===== src/rtl/can_fp_pkg.sv =====
package can_fp_pkg;
    localparam int BASE_ID_W = 11;
    localparam int EXT_ID_W  = 18;
    localparam int FULL_ID_W = BASE_ID_W + EXT_ID_W;
    localparam int DLC_W     = 4;
    localparam int CRC_W     = 15;
    localparam int EOF_BITS  = 7;
    localparam int IFS_BITS  = 3;
    localparam int WARN_BITS = 7;
    localparam int CNT_W     = 7;

    typedef enum logic [4:0] {
        S_IDLE,
        S_BASE,
        S_RTR_SRR,
        S_IDE,
        S_STD_RB0,
        S_EXT_ID,
        S_EXT_RTR,
        S_EXT_RB1,
        S_EXT_RB0,
        S_DLC,
        S_DATA,
        S_CRC,
        S_CRC_DEL,
        S_ACK,
        S_ACK_DEL,
        S_EOF,
        S_IFS
    } fp_state_e;
endpackage


===== src/rtl/can_fp_seq.sv =====
module can_fp_seq
    import can_fp_pkg::*;
#(
    parameter int MAX_BYTES = 8
) (
    input  logic                  clk,
    input  logic                  rst_n,
    input  logic                  bit_vld_i,
    input  logic                  bit_val_i,
    input  logic [DLC_W-2:0]      dlc_head_i,
    input  logic                  rtr_work_i,
    output fp_state_e             state_o,
    output logic [CNT_W-1:0]      cnt_o
);
    fp_state_e        state_q, state_d;
    logic [CNT_W-1:0] cnt_q, cnt_d;
    logic [CNT_W-1:0] last_q, last_d;
    logic [DLC_W-1:0] dlc_next;
    logic [CNT_W-1:0] nbytes;

    always_comb begin
        dlc_next = {dlc_head_i, bit_val_i};
        if (rtr_work_i)
            nbytes = '0;
        else if (int'(dlc_next) > MAX_BYTES)
            nbytes = CNT_W'(MAX_BYTES);
        else
            nbytes = CNT_W'(dlc_next);
    end

    always_ff @(posedge clk or negedge rst_n) begin
        if (!rst_n) begin
            state_q <= S_IDLE;
            cnt_q   <= '0;
            last_q  <= '0;
        end else begin
            state_q <= state_d;
            cnt_q   <= cnt_d;
            last_q  <= last_d;
        end
    end

    always_comb begin
        state_d = state_q;
        cnt_d   = cnt_q;
        last_d  = last_q;
        if (bit_vld_i) begin
            cnt_d = cnt_q + 1'b1;
            unique case (state_q)
                S_IDLE: begin
                    state_d = S_BASE;
                    cnt_d   = '0;
                end
                S_BASE: if (cnt_q == CNT_W'(BASE_ID_W - 1)) begin
                    state_d = S_RTR_SRR;
                    cnt_d   = '0;
                end
                S_RTR_SRR: state_d = S_IDE;
                S_IDE: begin
                    state_d = bit_val_i ? S_EXT_ID : S_STD_RB0;
                    cnt_d   = '0;
                end
                S_STD_RB0: begin
                    state_d = S_DLC;
                    cnt_d   = '0;
                end
                S_EXT_ID: if (cnt_q == CNT_W'(EXT_ID_W - 1)) begin
                    state_d = S_EXT_RTR;
                    cnt_d   = '0;
                end
                S_EXT_RTR: state_d = S_EXT_RB1;
                S_EXT_RB1: state_d = S_EXT_RB0;
                S_EXT_RB0: begin
                    state_d = S_DLC;
                    cnt_d   = '0;
                end
                S_DLC: if (cnt_q == CNT_W'(DLC_W - 1)) begin
                    cnt_d   = '0;
                    last_d  = (nbytes << 3) - 1'b1;
                    state_d = (nbytes == '0) ? S_CRC : S_DATA;
                end
                S_DATA: if (cnt_q == last_q) begin
                    state_d = S_CRC;
                    cnt_d   = '0;
                end
                S_CRC: if (cnt_q == CNT_W'(CRC_W - 1)) begin
                    state_d = S_CRC_DEL;
                    cnt_d   = '0;
                end
                S_CRC_DEL: state_d = S_ACK;
                S_ACK:     state_d = S_ACK_DEL;
                S_ACK_DEL: begin
                    state_d = S_EOF;
                    cnt_d   = '0;
                end
                S_EOF: if (cnt_q == CNT_W'(EOF_BITS - 1)) begin
                    state_d = S_IFS;
                    cnt_d   = '0;
                end
                S_IFS: if (cnt_q == CNT_W'(IFS_BITS - 1)) begin
                    state_d = S_IDLE;
                    cnt_d   = '0;
                end
                default: begin
                    state_d = S_IDLE;
                    cnt_d   = '0;
                end
            endcase
        end
    end

    assign state_o = state_q;
    assign cnt_o   = cnt_q;

    p_hold_r2: assert property (@(posedge clk) disable iff (!rst_n)
        !bit_vld_i |=> ($stable(state_q) && $stable(cnt_q)));

    p_sof_start_r2: assert property (@(posedge clk) disable iff (!rst_n)
        (bit_vld_i && state_q == S_IDLE) |=> (state_q == S_BASE && cnt_q == '0));

    p_base_len_r3: assert property (@(posedge clk) disable iff (!rst_n)
        (state_q == S_BASE) |-> (cnt_q < CNT_W'(BASE_ID_W)));

    p_ifs_exit_r11: assert property (@(posedge clk) disable iff (!rst_n)
        (bit_vld_i && state_q == S_IFS && cnt_q == CNT_W'(IFS_BITS - 1)) |=> (state_q == S_IDLE));
endmodule


===== src/rtl/can_fp_capture.sv =====
module can_fp_capture
    import can_fp_pkg::*;
#(
    parameter int MAX_BYTES = 8
) (
    input  logic                    clk,
    input  logic                    rst_n,
    input  logic                    bit_vld_i,
    input  logic                    bit_val_i,
    input  fp_state_e               state_i,
    input  logic [CNT_W-1:0]        cnt_i,
    output logic [DLC_W-1:0]        dlc_work_o,
    output logic                    rtr_work_o,
    output logic [FULL_ID_W-1:0]    id_o,
    output logic                    ext_o,
    output logic                    rtr_o,
    output logic [DLC_W-1:0]        dlc_o,
    output logic [MAX_BYTES*8-1:0]  data_o,
    output logic [CRC_W-1:0]        crc_o,
    output logic                    ack_o,
    output logic                    eof_o,
    output logic                    done_o,
    output logic                    sof_warn_o,
    output logic                    id_warn_o,
    output logic                    form_err_o
);
    localparam int DATA_W = MAX_BYTES * 8;
    localparam int POS_W  = $clog2(DATA_W);

    logic [FULL_ID_W-1:0] id_w;
    logic                 ext_w, rtr_w, ack_w;
    logic [DLC_W-1:0]     dlc_w;
    logic [DATA_W-1:0]    data_w;
    logic [CRC_W-1:0]     crc_w;
    logic [POS_W-1:0]     data_pos;
    logic                 last_eof, last_ifs, trailer_bit;

    assign data_pos    = {cnt_i[POS_W-1:3], ~cnt_i[2:0]};
    assign last_eof    = (state_i == S_EOF) && (cnt_i == CNT_W'(EOF_BITS - 1));
    assign last_ifs    = (state_i == S_IFS) && (cnt_i == CNT_W'(IFS_BITS - 1));
    assign trailer_bit = (state_i == S_CRC_DEL) || (state_i == S_ACK_DEL) || (state_i == S_EOF);

    always_ff @(posedge clk or negedge rst_n) begin
        if (!rst_n) begin
            id_w   <= '0;
            ext_w  <= 1'b0;
            rtr_w  <= 1'b0;
            ack_w  <= 1'b0;
            dlc_w  <= '0;
            data_w <= '0;
            crc_w  <= '0;
        end else if (bit_vld_i) begin
            unique case (state_i)
                S_IDLE: begin
                    id_w   <= '0;
                    ext_w  <= 1'b0;
                    rtr_w  <= 1'b0;
                    ack_w  <= 1'b0;
                    dlc_w  <= '0;
                    data_w <= '0;
                    crc_w  <= '0;
                end
                S_BASE, S_EXT_ID: id_w <= {id_w[FULL_ID_W-2:0], bit_val_i};
                S_RTR_SRR, S_EXT_RTR: rtr_w <= bit_val_i;
                S_IDE:    ext_w <= bit_val_i;
                S_DLC:    dlc_w <= {dlc_w[DLC_W-2:0], bit_val_i};
                S_DATA:   data_w[data_pos] <= bit_val_i;
                S_CRC:    crc_w <= {crc_w[CRC_W-2:0], bit_val_i};
                S_ACK:    ack_w <= ~bit_val_i;
                default: ;
            endcase
        end
    end

    always_ff @(posedge clk or negedge rst_n) begin
        if (!rst_n) begin
            id_o   <= '0;
            ext_o  <= 1'b0;
            rtr_o  <= 1'b0;
            dlc_o  <= '0;
            data_o <= '0;
            crc_o  <= '0;
            ack_o  <= 1'b0;
        end else if (bit_vld_i && last_eof) begin
            id_o   <= id_w;
            ext_o  <= ext_w;
            rtr_o  <= rtr_w;
            dlc_o  <= dlc_w;
            data_o <= data_w;
            crc_o  <= crc_w;
            ack_o  <= ack_w;
        end
    end

    always_ff @(posedge clk or negedge rst_n) begin
        if (!rst_n) begin
            eof_o      <= 1'b0;
            done_o     <= 1'b0;
            sof_warn_o <= 1'b0;
            id_warn_o  <= 1'b0;
            form_err_o <= 1'b0;
        end else begin
            eof_o      <= bit_vld_i && last_eof;
            done_o     <= bit_vld_i && last_ifs;
            sof_warn_o <= bit_vld_i && (state_i == S_IDLE) && bit_val_i;
            id_warn_o  <= bit_vld_i && (state_i == S_BASE) && bit_val_i
                          && (cnt_i == CNT_W'(WARN_BITS - 1)) && (&id_w[WARN_BITS-2:0]);
            form_err_o <= bit_vld_i && trailer_bit && !bit_val_i;
        end
    end

    assign dlc_work_o = dlc_w;
    assign rtr_work_o = rtr_w;

    p_eof_single_r10: assert property (@(posedge clk) disable iff (!rst_n)
        eof_o |=> !eof_o);

    p_fields_hold_r10: assert property (@(posedge clk) disable iff (!rst_n)
        !eof_o |-> ($stable(id_o) && $stable(data_o) && $stable(crc_o) && $stable(dlc_o)));

    p_remote_empty_r6: assert property (@(posedge clk) disable iff (!rst_n)
        (eof_o && rtr_o) |-> (data_o == '0));

    p_form_in_trailer_r9: assert property (@(posedge clk) disable iff (!rst_n)
        form_err_o |-> ($past(state_i) == S_CRC_DEL || $past(state_i) == S_ACK_DEL
                        || $past(state_i) == S_EOF));

    p_done_alone_r11: assert property (@(posedge clk) disable iff (!rst_n)
        done_o |-> (!eof_o && !form_err_o));
endmodule


===== src/rtl/can_frame_parser.sv =====
module can_frame_parser
    import can_fp_pkg::*;
#(
    parameter int MAX_BYTES = 8
) (
    input  logic                    clk,
    input  logic                    rst_n,
    input  logic                    bit_vld_i,
    input  logic                    bit_val_i,
    output logic [28:0]             id_o,
    output logic                    ext_o,
    output logic                    rtr_o,
    output logic [3:0]              dlc_o,
    output logic [MAX_BYTES*8-1:0]  data_o,
    output logic [14:0]             crc_o,
    output logic                    ack_o,
    output logic                    eof_o,
    output logic                    done_o,
    output logic                    sof_warn_o,
    output logic                    id_warn_o,
    output logic                    form_err_o
);
    fp_state_e        state;
    logic [CNT_W-1:0] cnt;
    logic [DLC_W-1:0] dlc_work;
    logic             rtr_work;

    can_fp_seq #(.MAX_BYTES(MAX_BYTES)) u_seq (
        .clk        (clk),
        .rst_n      (rst_n),
        .bit_vld_i  (bit_vld_i),
        .bit_val_i  (bit_val_i),
        .dlc_head_i (dlc_work[DLC_W-2:0]),
        .rtr_work_i (rtr_work),
        .state_o    (state),
        .cnt_o      (cnt)
    );

    can_fp_capture #(.MAX_BYTES(MAX_BYTES)) u_cap (
        .clk        (clk),
        .rst_n      (rst_n),
        .bit_vld_i  (bit_vld_i),
        .bit_val_i  (bit_val_i),
        .state_i    (state),
        .cnt_i      (cnt),
        .dlc_work_o (dlc_work),
        .rtr_work_o (rtr_work),
        .id_o       (id_o),
        .ext_o      (ext_o),
        .rtr_o      (rtr_o),
        .dlc_o      (dlc_o),
        .data_o     (data_o),
        .crc_o      (crc_o),
        .ack_o      (ack_o),
        .eof_o      (eof_o),
        .done_o     (done_o),
        .sof_warn_o (sof_warn_o),
        .id_warn_o  (id_warn_o),
        .form_err_o (form_err_o)
    );
endmodule


===== config.mk =====
export PLATFORM = sky130hd
export DESIGN_NAME = can_frame_parser
export DESIGN_NICKNAME = d
export VERILOG_FILES = /design/src/rtl/can_fp_pkg.sv /design/src/rtl/can_fp_seq.sv /design/src/rtl/can_fp_capture.sv /design/src/rtl/can_frame_parser.sv
export SDC_FILE = /design/constraint.sdc
export NUM_CORES = 1
export LEC_CHECK = 0
export BUFFER_PORTS_ARGS = -buffer_cell sky130_fd_sc_hd__buf_2
export CORE_MARGIN = 1.5
export CORE_UTILIZATION = 30
export CTS_CLUSTER_SIZE = 25
export DETAILED_ROUTE_END_ITERATION = 8
export PLACE_DENSITY = 0.52
export SLEW_MARGIN = 20
export SYNTH_ARGS = -nofsm -noshare
export SYNTH_HDL_FRONTEND = slang
export SYNTH_SLANG_ARGS = --single-unit

===== constraint.sdc =====
create_clock -name clk -period 2.5 [get_ports clk]
set_input_delay 0.375 -clock clk [delete_from_list [all_inputs] [get_ports clk]]
set_output_delay 0.375 -clock clk [all_outputs]
set_load 0.01 [all_outputs]

-- Word-level counts from Yosys, hierarchy flattened
Cells that the tools add are included.
- register bits: 254
- bits in latches: 0
- memory bits (writable): 0
- bits in read-only memories: 0
- output and inout port bits: 120
- memories kept: 0
- add/sub/neg operators: 2
- $mul: 0
- divide/modulo/power cells: 0
- magnitude comparators: 3
- equal/unequal tests: 30
- shift-type cells: 0
- mux-type cells: 30
- bitwise operators: 2
- reductions and logical operators: 39
- operators by type and width (cell ; count):
    64-bit case mux with 2 select lines ; 1
    5-bit case mux with 16 select lines ; 1
    64-bit bitwise mux ; 1
    29-bit case mux with 2 select lines ; 1
    7-bit case mux with 8 select lines ; 1
    7-bit two-way mux ; 7
    5-bit by 4-bit == test with 1-bit output (second input constant) ; 8
    5-bit two-way mux ; 7
    15-bit case mux with 2 select lines ; 1
    5-bit by 3-bit == test with 1-bit output (second input constant) ; 4
    7-bit by 2-bit == test with 1-bit output (second input constant) ; 2
    7-bit by 4-bit == test with 1-bit output (second input constant) ; 2
    2-bit AND reduction ; 7
    2-bit nonzero test ; 7
    1-bit logical AND ; 13
    2-bit != test (second input constant) ; 6
    5-bit by 2-bit == test with 1-bit output (second input constant) ; 2
    4-bit two-way mux ; 2
    4-bit case mux with 2 select lines ; 1
    8-bit AND reduction ; 1
    7-bit by 1-bit adder with 7-bit output (second input constant) ; 1
    7-bit by 3-bit == test with 1-bit output (second input constant) ; 1
    7-bit by 5-bit == test with 1-bit output (second input constant) ; 1
    7-bit == test ; 1
    20 further kinds ; 27

-- Logic depth before layout (Yosys ltp)
Gate-level depths: netlist of the first run.
- word-level depth: 7
- mapped depth: 11
- gate-level depth less buffers: 8

-- Cells and area by module
A second synthesis of the first run with hierarchy kept.
- cells, all modules: 892
- area total of the unflattened synthesis: 10881.7 µm²
- modules (own cells, without submodules) (module ; times used ; cells each ; area each (µm²) ; seq. area each (µm²)):
    can_fp_capture ; 1 ; 747 ; 9559.2 ; 5880.6
    can_fp_seq ; 1 ; 145 ; 1322.5 ; 425.4

-- Least setup slack after synthesis of the first run
No wires, ideal clock.
- path kind: register to register
- start: reg u_seq.cnt_q[0] (netlist: u_seq.cnt_o[0])
- end: reg u_cap.crc_o[0]
- library setup time: 0.116 ns
- arrival time: 2.113 ns
- required time: 2.384 ns
- path slack: 0.271 ns
- stages on the path, launching flop included: 12
- clock period less this slack: 2.229 ns
- cell sequence: dfrtp_1 -> clkinv_1 -> ha_1 -> or4b_4 -> nor2_2 -> nand2_1 -> or3_1 -> buf_2 -> buf_6 -> buf_6 -> nand2_1 -> nand2_1
- word-level cells in the longest chain between the ends: 3
- ends and longest elaborated chain (what ; line ; text):
    start, declared ; can_fp_seq.sv:16 ; logic [CNT_W-1:0] cnt_q, cnt_d;
    start signal, assigned ; can_fp_seq.sv:38 ; cnt_q <= cnt_d;
    7-bit by 3-bit == test with 1-bit output ; can_fp_capture.sv:39 ; assign last_eof = (state_i == S_EOF) && (cnt_i == CNT_W'(EOF_BITS - 1));
    1-bit logical AND ; can_fp_capture.sv:39 ;
    1-bit logical AND ; can_fp_capture.sv:84 ; end else if (bit_vld_i && last_eof) begin
    end signal, assigned ; can_fp_capture.sv:90 ; crc_o <= crc_w;
    end, declared ; can_fp_capture.sv:19 ; output logic [CRC_W-1:0] crc_o,
Every way passes these cells.
A chain may end at the register's enable or synchronous reset.

-- Worst setup path after layout of the first run
- start: reg u_seq.cnt_q[0] (netlist: u_seq.cnt_o[0])
- end: reg u_seq.state_q[0] (netlist: u_seq.state_o[0])
- word-level cells in the longest chain between the ends: 3
- elaborated cells between the ends (all ways): 15
- classes of those cells: 14 x eq/ne; 1 x reduce/logical
- ends and longest elaborated chain (what ; line ; text):
    7-bit by 2-bit == test with 1-bit output (tied with other cells) ; can_fp_seq.sv:100 ; S_IFS: if (cnt_q == CNT_W'(IFS_BITS - 1)) begin
    2-bit != test (no line) / 2-bit by 1-bit != test with 1-bit output (equally long branches) ; n/a ;
    8-bit AND reduction (no line) (*) ; n/a ;
    end signal, assigned ; can_fp_seq.sv:37 ; state_q <= state_d;
    end, declared ; can_fp_seq.sv:15 ; fp_state_e state_q, state_d;
Every way passes the cells marked *; elsewhere a longest branch is shown, timed or not.

==> impl_metrics.env, run 1 <==
export IMPL_async_flop_share_pct=100
export IMPL_relSlewSlack_pct=33.1
export IMPL_wl_per_cell_um=16.8
export IMPL_viasPerCell=4.89
export IMPL_min_period_ps=2310
export IMPL_hold_viol_final=0
export IMPL_yosysUniqueCellTypes=53
export IMPL_syn_avg_cell_area_um2=9.47
export IMPL_irDropWorstVdd_mv=0.427
export IMPL_final_common_cell="nand2_1"
export IMPL_io_buffers=123
export IMPL_timing_fmax_mhz=433
export IMPL_cts_buffer_depth=3
export IMPL_fin_nets=1247
export IMPL_worst_r2r_path_depth=8
export IMPL_cts_setup_buffers=0
export IMPL_grt_max_degree=67
export IMPL_core_area_um2=34500
export IMPL_cp_required_ps=2930
export IMPL_antenna_left=0
export IMPL_syn_area_um2=10500
export IMPL_grt_antenna_before_repair=0
export IMPL_first_pass_iters=5
export IMPL_fin_util_pct=37.4
export IMPL_area_growth_pct=22.5
export IMPL_drive_gt1_share_pct=18.6
export IMPL_route_vias_total=8387
export IMPL_crit_arrival_ps=2740
export IMPL_row_count=68
export IMPL_synth_seq_cells=252
export IMPL_synth_edf_count=0
export IMPL_dpl_cell_area_um2=11900
export IMPL_grt_pass1_vias=8126
export IMPL_cp_start_kind="register"
export IMPL_fp_dieW_um=190
export IMPL_h_tree_depth=1
export IMPL_rsz0062_at_grt="false"
export IMPL_hold_path_depth=3
export IMPL_design_area_um2=12900
export IMPL_dpl_hpwl_mm=19.0
export IMPL_gp_congestion=0.852
export IMPL_cts_tree="done"
export IMPL_finalSetupViolCount=0
export IMPL_regArea_um2=6310
export IMPL_cts_sinks=252
export IMPL_hp_class="input port to register"
export IMPL_status="finished clean"
export IMPL_nFillCells=3560
export IMPL_synth_ff_type="dfrtp_1"
export IMPL_drc_errors=0
export IMPL_pwr_density_cell_nw_per_um2=850
export IMPL_syn_nets=1121
export IMPL_clk_latency_ps=540
export IMPL_worst_setup_path_type="register to register"
export IMPL_drt_iter0_drc=469
export IMPL_crit_path_max_fanout=7
export IMPL_worst_slew_pin_slew_ps=1000
export IMPL_cp_end_kind="register"
export IMPL_fin_cells=1715
export IMPL_diodes=0
export IMPL_multiInputGateArea_um2=3860
export IMPL_clkTransAtPathRegs_ps=60
export IMPL_placed_cells=1663
export IMPL_die_h_um=190
export IMPL_layout_common_cells="nand2_1, dfrtp_1, o21ai_0"
export IMPL_cts_root_buffer="clkbuf_16"
export IMPL_grt_usage_pct=15.9
export IMPL_maxSlewViolCount=0
export IMPL_cts_made_buffers=28
export IMPL_dieArea_um2=36300
export IMPL_grt_pass1_wl_mm=46.2
export IMPL_p_leak_nw=6.78
export IMPL_pin_count=124
export IMPL_grt_overflow_total=0
export IMPL_wirelength_mm=28.9
export IMPL_setup_tns_ps=0
export IMPL_period_share_pct=92.4
export IMPL_syn_inst=1113
export IMPL_yosys_warnings=0
export IMPL_seq_area_frac_synth_pct=59.9
export IMPL_finalClockSkew_ps=11.1
export IMPL_initial_utilization_pct=30.5
export IMPL_max_cap_violations=0
==> registers in the layout, summed over array words and instances, names as in the netlist <==
register and cells:
u_cap.ack_o 1, u_cap.ack_w 1, u_cap.crc_o 15, u_cap.crc_w 15, u_cap.data_o 64, u_cap.data_w 64
u_cap.dlc_o 4, u_cap.dlc_work_o 4, u_cap.done_o 1, u_cap.eof_o 1, u_cap.ext_o 1, u_cap.ext_w 1
u_cap.form_err_o 1, u_cap.id_o 29, u_cap.id_w 29, u_cap.id_warn_o 1, u_cap.rtr_o 1, u_cap.rtr_work_o 1
u_cap.sof_warn_o 1, u_seq.cnt_o 7, u_seq.last_q 5, u_seq.state_o 5
==> metal layers <==
| metal | share of wire (%) | track usage (%) |
|---|---|---|
| met2 | 46 | 24.8 |
| met3 | 5.5 | 3.20 |
| met1 | 47 | 22.9 |
| met5 | 0 | 0 |
| met4 | 1.5 | 3.30 |
==> repair_timing <==
item | 4_1_cts | 5_1_grt
hold buffers | 1 | 0
endpoints found under the setup margin | 0 | 3
gates resized for setup | 0 | 1
endpoints found under the hold margin | 56 | 0
==> where the power goes <==
part	switching (mW)	internal (mW)	leakage, nW
registers	0.251	4.29	3.49
clock network	1.68	2.78	0.485
logic	1.24	0.719	2.80
total	3.17	7.79	6.78
==> stage by stage <==
step                setup slack (ps)  hold slack [ps]  power, mW
floorplan                        271             79.4       5.82
global placement                 148              367       6.55
global route                    2.60              286       11.5
CTS                              154              251       11.1
finish                           190              273       11.0
detailed placement               170              376       6.55
==> area by class of cell <==
class,instances,share of cell area [%]
flip-flops and latches,252,48.9
multi-input cells,777,29.9
repair buffers,173,8.84
clock buffers,41,6.36
well taps,455,4.41
clock inverters,10,1.43
inverters,7,0.204
==> cell families after synthesis <==
group,Yosys count,share of synthesized area [%]
AND/OR/NAND/NOR,483,19.2
AO/OA/AOI/OAI,280,15.8
flip-flops,252,59.9
buffers and inverters,84,3.78
XOR/XNOR,8,0.665
adder cells (fa/ha/maj),4,0.475
multiplexers,2,0.202
==> synth_stat cells (5+ instances only) <==
| cell | count | area share [%] |
|---|---|---|
| nand2_1 | 383 | 14 |
| dfrtp_1 | 252 | 60 |
| o21ai_0 | 139 | 6.6 |
| a21oi_1 | 68 | 3.2 |
| a22o_1 | 50 | 4.2 |
| clkbuf_1 | 38 | 1.4 |
| nor2_1 | 31 | 1.1 |
| buf_2 | 18 | 0.86 |
| nor3_1 | 12 | 0.57 |
| buf_1 | 10 | 0.36 |
| nand2b_1 | 8 | 0.48 |
| and3_1 | 6 | 0.36 |
| buf_4 | 6 | 0.43 |
| inv_1 | 6 | 0.21 |
| nand4_1 | 6 | 0.36 |
| buf_6 | 5 | 0.53 |
| nand3_1 | 5 | 0.24 |
==> critical path, stage by stage (launching register included) <==
cell,delay [ps]
dfrtp_1,380
clkinv_1,60
ha_1,150
nor4bb_1,420
a311oi_1,180
a31oi_2,270
nand3b_4,150
or2_1,320
o311ai_1,280
==> final timing paths <==
check | slack (ps) | end | from
worst max-delay path | 190 | u_seq.state_o[0] | u_seq.cnt_o[0]
worst min-delay path | 270 | u_seq.cnt_o[1] | bit_vld_i
worst max register to register | 190 | u_seq.state_o[0] | u_seq.cnt_o[0]
worst min register to register | 460 | u_cap.data_o[12] | u_cap.data_o[12]
max in group asynchronous | 1390 | u_cap.data_o[52] | rst_n
min in group asynchronous | 380 | u_cap.data_o[35] | rst_n
(Power assumes the default switching activity.)
==> run 2, diff against run 1 <==
- clock period: 2.5 -> 2.4 ns (I/O delays scaled with it)
==> run 2 against run 1 <==
  * Final area shrank 0.14%
  * Flip-flop and latch count is the same
  * Worst setup slack lost 45 ps
  * Clock power is essentially flat
  * Global-route usage shrank 0.17 points
  * Clock-buffer cell count shrank 4
  * Via count shrank 1.4%
  * Highest routed layer is now met5
==> impl_metrics.env, run 2 (synthesized netlist as in run 1, its figures left out) <==
export IMPL_crit_arrival_ps=2670
export IMPL_h_tree_depth=1
export IMPL_relSlewSlack_pct=61.0
export IMPL_die_h_um=190
export IMPL_regArea_um2=6310
export IMPL_multiInputGateArea_um2=3870
export IMPL_viasPerCell=4.81
export IMPL_final_common_cell="nand2_1"
export IMPL_dpl_cell_area_um2=11900
export IMPL_p_leak_nw=6.79
export IMPL_initial_utilization_pct=30.5
export IMPL_route_vias_total=8269
export IMPL_status="finished clean"
export IMPL_wl_per_cell_um=16.5
export IMPL_drive_gt1_share_pct=19.3
export IMPL_clk_latency_ps=530
export IMPL_critPathSlowestCell="or4b_4"
export IMPL_grt_pass1_wl_mm=46.0
export IMPL_cts_made_buffers=27
export IMPL_cts_tree="done"
export IMPL_grt_usage_pct=15.7
export IMPL_rrSetupSlack_ps=150
export IMPL_antenna_left=0
export IMPL_worst_setup_path_type="register to register"
export IMPL_cts_setup_buffers=0
export IMPL_nFillCells=3598
export IMPL_reg2reg_from="u_seq.cnt_o[0]"
export IMPL_whs_endpoint="u_cap.dlc_work_o[0]"
export IMPL_min_from="bit_val_i"
export IMPL_io_buffers=123
export IMPL_clkTransAtPathRegs_ps=60
export IMPL_crit_path_max_fanout=7
export IMPL_cp_slowest_stage_delay_ps=500
export IMPL_hp_class="input port to register"
export IMPL_irDropWorstVdd_mv=0.399
export IMPL_maxSlewViolCount=0
export IMPL_top_regs="u_cap.data_o x64, u_cap.data_w x64"
export IMPL_total_power_mw=11.3
export IMPL_period_share_pct=93.9
export IMPL_finalHoldWorstSlack_ps=284
export IMPL_first_pass_iters=5
export IMPL_row_count=68
export IMPL_area_growth_pct=22.3
export IMPL_grt_antenna_before_repair=1
export IMPL_cts_sinks=252
export IMPL_core_area_um2=34500
export IMPL_diodes=0
export IMPL_reg2reg_to="u_seq.state_o[0]"
export IMPL_worst_r2r_path_depth=8
export IMPL_fp_dieW_um=190
export IMPL_dpl_hpwl_mm=19.2
export IMPL_hold_path_depth=2
export IMPL_drt_iter0_drc=437
export IMPL_grt_max_degree=80
export IMPL_worst_slew_pin_slew_ps=584
export IMPL_drc_errors=0
export IMPL_timing_fmax_mhz=444
export IMPL_grt_overflow_total=0
export IMPL_setup_tns_ps=0
export IMPL_cp_start_kind="register"
export IMPL_finalSetupViolCount=0
export IMPL_grt_pass1_vias=8239
export IMPL_cts_root_buffer="clkbuf_16"
export IMPL_pwr_density_cell_nw_per_um2=876
export IMPL_layout_common_cells="nand2_1, dfrtp_1, o21ai_0"
export IMPL_hold_viol_final=0
export IMPL_gp_congestion=0.846
export IMPL_critPathTopFamily="simple AND/OR/NAND/NOR gates"
export IMPL_finalClockSkew_ps=16.9
export IMPL_max_cap_violations=0
export IMPL_fin_nets=1253
export IMPL_path_cells="clkinv_1, ha_1, or4b_4, nor2_2, a32oi_1, nand3b_4, or2_1, o311ai_1"
export IMPL_min_period_ps=2250
export IMPL_design_area_um2=12900
export IMPL_cp_required_ps=2810
export IMPL_cp_end_kind="register"
export IMPL_fin_util_pct=37.3
export IMPL_pin_count=124
export IMPL_cts_buffer_depth=3
export IMPL_worst_path_buf_inv=1
export IMPL_wirelength_mm=28.3
export IMPL_dieArea_um2=36300
[run 2: cell count changes in the layout (fill, tap and decap cells not counted), sizes merged]
| cell | delta |
|---|---|
| buf | +7 |
| inv | -1 |
| clkbuf | -4 |
| clkinv | +4 |
| clkinvlp | -2 |
[run 2: worst max path at each step]
stage | cells past startpoint | start | slack (ps) | end
floorplan | 11 | u_seq.cnt_o[0] | 170 | u_cap.crc_o[0]
global placement | 9 | u_seq.cnt_o[0] | 190 | u_cap.crc_o[13]
detailed placement | 8 | u_seq.cnt_o[0] | 160 | u_seq.state_o[0]
CTS | 8 | u_seq.cnt_o[0] | 150 | u_seq.state_o[0]
global route | 8 | u_seq.cnt_o[0] | -0.2 | u_seq.state_o[0]
finish | 8 | u_seq.cnt_o[0] | 150 | u_seq.state_o[0]
[run 2: what timing repair did]
| item | 4_1_cts | 5_1_grt |
|---|---|---|
| setup endpoints to repair | 0 | 54 |
| hold buffers | 1 | 0 |
| gates resized for setup | 0 | 4 |
| hold endpoints to repair | 58 | 0 |
[run 2: cell type report]
class / instances / area share, %
Tap cell: 455 / 4.42
Multi-Input combinational cell: 777 / 30.0
Timing Repair Buffer: 180 / 8.97
Clock inverter: 11 / 1.46
Sequential cell: 252 / 48.9
Clock buffer: 37 / 6.00
Inverter: 7 / 0.204
[run 2: routing by layer]
| layer | track usage, % | up-vias | share of wire [%] |
|---|---|---|---|
| li1 | - | 4019 | - |
| met1 | 22.9 | 4036 | 48 |
| met2 | 24.7 | 175 | 46 |
| met3 | 2.41 | 37 | 4.9 |
| met4 | 3.42 | 2 | 1.6 |
| met5 | 0 | - | 0.035 |
[run 2: power breakdown]
part / internal, mW / switching (mW) / leakage (nW)
registers: 4.47 / 0.275 / 3.49
clock network: 2.78 / 1.69 / 0.475
logic: 0.782 / 1.30 / 2.82
total: 8.03 / 3.26 / 6.79
[run 2: worst register-to-register path: stages (launching register included)]
cell and delay, ps:
dfrtp_1 390, clkinv_1 70, ha_1 160, or4b_4 500, nor2_2 120, a32oi_1 110
nand3b_4 210, or2_1 320, o311ai_1 260
[run 2: stage by stage]
stage	instances	worst slack, ps
2_1_floorplan	1113	171
3_3_place_gp	1670	191
3_5_place_dp	1670	157
4_1_cts	1719	151
5_1_grt	1719	-0.163
6_report	1719	145
